[src/rtl/refdiv_pkg.sv]
package refdiv_pkg;
    localparam int CODE_W    = 5;
    localparam int MAX_RATIO = 448;
    localparam int CNT_W     = $clog2(MAX_RATIO + 1);

    typedef logic [CNT_W-1:0]  ratio_t;
    typedef logic [CODE_W-1:0] code_t;

    typedef enum logic [1:0] {
        FAM_TWO   = 2'd0,
        FAM_FIVE  = 2'd1,
        FAM_SIX   = 2'd2,
        FAM_SEVEN = 2'd3
    } family_e;

    typedef struct packed {
        logic   bad;
        ratio_t ratio;
    } decode_t;

    function automatic decode_t decode_code(input code_t code);
        decode_t  d;
        family_e  fam;
        logic [2:0] k;
        ratio_t   base;
        fam = family_e'(code[4:3]);
        k   = code[2:0];
        case (fam)
            FAM_TWO:   base = ratio_t'(2);
            FAM_FIVE:  base = ratio_t'(5);
            FAM_SIX:   base = ratio_t'(6);
            default:   base = ratio_t'(7);
        endcase
        d.bad = 1'b0;
        if (fam == FAM_TWO) begin
            d.ratio = base << k;
        end else if (k == 3'd0) begin
            d.bad   = 1'b1;
            d.ratio = '0;
        end else begin
            d.ratio = base << (k - 3'd1);
        end
        return d;
    endfunction
endpackage

[src/rtl/refdiv_decode.sv]
module refdiv_decode
    import refdiv_pkg::*;
#(
    parameter code_t RST_CODE = '0
) (
    input  logic   clk,
    input  logic   rst,
    input  code_t  code,
    output ratio_t pend_ratio,
    output logic   bad
);
    localparam ratio_t RST_RATIO = decode_code(RST_CODE).ratio;

    decode_t dec;
    always_comb dec = decode_code(code);

    always_ff @(posedge clk) begin
        if (rst) begin
            bad        <= 1'b0;
            pend_ratio <= RST_RATIO;
        end else begin
            bad <= dec.bad;
            if (!dec.bad) pend_ratio <= dec.ratio;
        end
    end


    illegal_flag_chk: assert property (@(posedge clk) disable iff (rst)
        (code[2:0] == 3'd0 && code[4:3] != 2'd0) |=> bad);


    hold_ratio_chk: assert property (@(posedge clk) disable iff (rst)
        (code[2:0] == 3'd0 && code[4:3] != 2'd0) |=> $stable(pend_ratio));
endmodule

[src/rtl/refdiv_counter.sv]
module refdiv_counter
    import refdiv_pkg::*;
#(
    parameter ratio_t RST_RATIO = ratio_t'(2)
) (
    input  logic   clk,
    input  logic   rst,
    input  ratio_t pend_ratio,
    output logic   div_clk
);
    ratio_t cnt, act;
    ratio_t cnt_nx, n_eff;
    logic   wrap, hi_nx;

    always_comb begin
        wrap   = (cnt == '0);
        n_eff  = wrap ? pend_ratio : act;
        cnt_nx = wrap ? (pend_ratio - ratio_t'(1)) : (cnt - ratio_t'(1));
        hi_nx  = (cnt_nx >= (n_eff - (n_eff >> 1)));
    end

    always_ff @(posedge clk) begin
        if (rst) begin
            cnt     <= '0;
            act     <= RST_RATIO;
            div_clk <= 1'b0;
        end else begin
            cnt     <= cnt_nx;
            div_clk <= hi_nx;
            if (wrap) act <= pend_ratio;
        end
    end


    ratio_boundary_chk: assert property (@(posedge clk) disable iff (rst)
        (cnt != '0) |=> $stable(act));


    cnt_in_range_chk: assert property (@(posedge clk) disable iff (rst)
        cnt < act);
endmodule

[src/rtl/refdiv_outmux.sv]
module refdiv_outmux (
    input  logic clk,
    input  logic rst,
    input  logic en,
    input  logic pick,
    input  logic div_clk,
    output logic pad_out,
    output logic pad_drive
);
    logic en_q, pick_q;

    always_ff @(posedge clk) begin
        if (rst) begin
            en_q   <= 1'b1;
            pick_q <= 1'b1;
        end else begin
            en_q   <= en;
            pick_q <= pick;
        end
    end

    always_comb begin
        pad_drive = en_q;
        pad_out   = en_q & (pick_q ? div_clk : clk);
    end


    quiet_when_off_chk: assert property (@(posedge clk) disable iff (rst)
        !pad_drive |-> !pad_out);


    enable_latency_chk: assert property (@(posedge clk) disable iff (rst)
        !$past(rst) |-> (pad_drive == $past(en)));
endmodule

[src/rtl/ref_ratio_divider.sv]
module ref_ratio_divider
    import refdiv_pkg::*;
#(
    parameter code_t RST_CODE = '0
) (
    input  logic             clk,
    input  logic             rst,
    input  logic [CODE_W-1:0] ratio_code,
    input  logic             pin_en,
    input  logic             pin_pick,
    output logic             cmp_clk,
    output logic             code_bad,
    output logic             pin_out,
    output logic             pin_drive
);
    localparam ratio_t RST_RATIO = decode_code(RST_CODE).ratio;

    ratio_t pend_ratio;

    refdiv_decode #(.RST_CODE(RST_CODE)) u_dec (
        .clk        (clk),
        .rst        (rst),
        .code       (ratio_code),
        .pend_ratio (pend_ratio),
        .bad        (code_bad)
    );

    refdiv_counter #(.RST_RATIO(RST_RATIO)) u_cnt (
        .clk        (clk),
        .rst        (rst),
        .pend_ratio (pend_ratio),
        .div_clk    (cmp_clk)
    );

    refdiv_outmux u_mux (
        .clk       (clk),
        .rst       (rst),
        .en        (pin_en),
        .pick      (pin_pick),
        .div_clk   (cmp_clk),
        .pad_out   (pin_out),
        .pad_drive (pin_drive)
    );


    reset_state_chk: assert property (@(posedge clk)
        $past(rst) |-> (!cmp_clk && !code_bad && pin_drive));
endmodule

[config.mk]
export PLATFORM = sky130hd
export DESIGN_NAME = ref_ratio_divider
export DESIGN_NICKNAME = d
export VERILOG_FILES = /design/src/rtl/refdiv_pkg.sv /design/src/rtl/refdiv_decode.sv /design/src/rtl/refdiv_counter.sv /design/src/rtl/refdiv_outmux.sv /design/src/rtl/ref_ratio_divider.sv
export SDC_FILE = /design/constraint.sdc
export NUM_CORES = 1
export LEC_CHECK = 0
export BUFFER_PORTS_ARGS = -buffer_cell sky130_fd_sc_hd__buf_4
export CAP_MARGIN = 20
export CORE_AREA = 2 2 77 61
export CTS_CLUSTER_SIZE = 30
export DETAILED_ROUTE_END_ITERATION = 16
export DIE_AREA = 0 0 79 63
export HOLD_SLACK_MARGIN = 0.06
export PLACE_DENSITY = 0.73
export SLEW_MARGIN = 30
export SYNTH_ARGS = -nofsm -noshare
export SYNTH_HDL_FRONTEND = slang
export SYNTH_SLANG_ARGS = --single-unit
[constraint.sdc]
create_clock -name clk -period 3.6 [get_ports clk]
set_input_delay 0.72 -clock clk [delete_from_list [all_inputs] [get_ports clk]]
set_output_delay 0.72 -clock clk [all_outputs]
set_load 0.01 [all_outputs]
==> run metrics <==
Post-Syn Nets 297; CP arrival 3700 ps; final std cells w/o fill 348; layout cells sized above 1 18.2%; Seq/Total Area, Yosys 28.0%; Layout Nets 318; Leakage 1.10 nW; first-pass GRT wire length 9260 µm; Syn. warnings 0; largest net degree at the start of global routing 32; Buf/Inv on CP 1; Post-synth ARST share 0%; vias in the first global route 1891; reg2reg start u_cnt.cnt[0]$_SDFF_PP0_; initial antenna violation count 0; Critical Path Source u_cnt.cnt[0]$_SDFF_PP0_; IO Port Bufs 12; final RePlAce weighted congestion 1.01; commonest non-fill, non-tap cell in the layout nor2_1; worst skew pair latency 400 ps; Crit-path slowest cell nor4_4; Worst path max stage delay 360 ps; mapped cell area 2220 µm²; die height 63 µm; Initial Util 52.1%; hold buffers post-CTS 0; vias post-DR 2035; startpoint type of the worst setup path register; die area 4980 µm²; Sum Neg Setup Slack 0 ps; worst-margin pin slew 511 ps; Placed Instances 335; top_reg_cell synth dfxtp_1; Max-cap violations 0; DRC violations left 0; CP top delay family compound AO/OA/AOI/OAI gates; core region area 4260 µm²; Ports 13; Post-synth EDFFs 0; CTS tree yes; Routed Antenna Nets 0; crit-path most repeated cell ha_1; fin. max-slew vios 0; wire per inst 16.2 µm; Final Cycle Share 94.2%; Synth Instances 270; Fin Clk Skew 12.6 ps; GRT Overall Usage 25.0%; Die Wd 79 µm; worst min path class register to register; Avg Cell Area, Syn 8.22 µm²; CP max FO 5; Synth cell types 49; vias per cell 5.85; synthesized flop and latch total 31; Pwr Total 0.00238 W; drt total wl 5650 µm; Iter 0 DRT Violations 174; commonest cells after routing, fill and taps aside nor2_1, dfxtp_1, buf_4, nand2_1; 1st-pass router iterations 6; Worst Setup End Kind register; Clock Pin Slew Worst Setup and Hold Paths 60 ps; fin crit period 3390 ps; Max-slew headroom 64.9%; DP HPWL 4040 µm; Worst Hold Launch u_cnt.act[0]$_SDFF_PP0_; total grt overflow 0; area grow syn2layout 16.4%; Setup CP Type register to register; status completed; PwrDens 922 nW/µm²; num rows 21; final hold vios 0; Util after Layout 60.6%; Final setup violation count 0; Max Freq 295 MHz; CP Cell Sequence nor4_4 -> nand3_4 -> buf_4 -> nand2_1 -> nand2_2 -> ha_1 -> a21o_1 -> a31oi_4 -> nor2_1 -> o41a_1 -> mux2i_1 -> xor2_1 -> ha_1 -> o21ai_0 -> o21ai_1 -> o211ai_1 -> a211oi_1; Ant. Diodes 0; Req. time, crit path 3910 ps; Peak VDD IR 492 µV; Min Hold Slack 508 ps
==> flip-flops by register name, indices dropped and copies added (netlist names) <==
signal / flops
u_mux.pad_drive: 1
u_cnt.act: 9
u_cnt.cnt: 9
u_cnt.div_clk: 1
u_dec.bad: 1
u_mux.pick_q: 1
u_dec.pend_ratio: 9
==> worst register-to-register path, delay by kind of cell (launching register included) <==
family	cells	cell delay, ps
AOI/OAI and AO/OA	7	1260
xor gates and xnor gates	1	90
adders and majority gates	2	490
buffers and inverters	1	190
DFF	1	340
muxes	1	190
and+or+nand+nor	5	750
==> through the flow <==
step	instance area (µm²)	worst slack, ps
6_report	2580	209
5_1_grt	2580	-19.4
4_1_cts	2540	81.3
3_5_place_dp	2410	105
3_3_place_gp	2410	272
2_1_floorplan	2240	7.72
==> report_power, final <==
part	internal, W	switching [W]	leakage, nW
Combinational	0.000716	0.000800	0.764
Sequential	0.000407	0.0000800	0.254
Clock	0.000228	0.000150	0.0837
Total	0.00135	0.00103	1.10
==> repair_timing <==
item                                    in CTS  in global routing
resized for setup                            0                  6
endpoints found under the setup margin       0                  1
endpoints found under the hold margin        0                  0
buffers inserted                             0                  3
==> final timing paths <==
path              slack [ps]                  endpoint  cells after the start
setup / recovery         210  u_cnt.div_clk$_SDFF_PP0_                     17
hold / removal           510   u_cnt.act[0]$_SDFF_PP0_                      2
setup reg to reg         210  u_cnt.div_clk$_SDFF_PP0_                     17
hold reg to reg          510   u_cnt.act[0]$_SDFF_PP0_                      2
==> cells by family (layout without fill, tap and decap cells) <==
kind of cell | Yosys count | count (layout) | synth area share, %
buf+inv | 26 | 47 | 5.19
simple gates | 101 | 101 | 22.3
xor+xnor | 20 | 20 | 7.90
compound gates | 60 | 60 | 19.1
mux | 14 | 14 | 7.05
flops | 31 | 31 | 28.0
fa+ha+maj | 18 | 18 | 10.5
==> layout make-up <==
| class | count | area [µm²] |
|---|---|---|
| multi-input cells | 213 | 1530 |
| clock buffers | 10 | 131 |
| clock inverters | 1 | 5.00 |
| well taps | 57 | 71.3 |
| inverters | 12 | 45.0 |
| fillers | 395 | 1680 |
| repair buffers | 24 | 180 |
| flip-flops and latches | 31 | 622 |
==> cell usage after synthesis (3+ instances only) <==
cell	number	area share (%)
a222oi_1	4	1.8
a21o_1	3	1.0
clkbuf_1	10	1.7
mux2i_1	12	5.4
a31oi_1	5	1.4
or2_2	4	1.1
dfxtp_1	31	28
or3_1	3	0.85
nand2_1	23	3.9
nand2b_1	3	0.85
nor2b_1	8	2.3
xnor2_1	13	5.1
nand4_1	3	0.85
inv_1	11	1.9
nor3_1	8	1.8
a221oi_1	3	1.2
o21ai_0	7	1.6
nor2_1	39	6.6
a21oi_1	17	3.8
ha_1	17	9.6
o21ai_1	3	0.68
xor2_1	7	2.8
==> routing by layer <==
layer,routed length (µm),track usage [%],part of all wire (%)
met5,0,0,0
met4,110,12.7,1.9
met1,2650,35.1,47
met3,613,9.25,11
met2,2280,32.9,40
(Power assumes the default switching activity.)
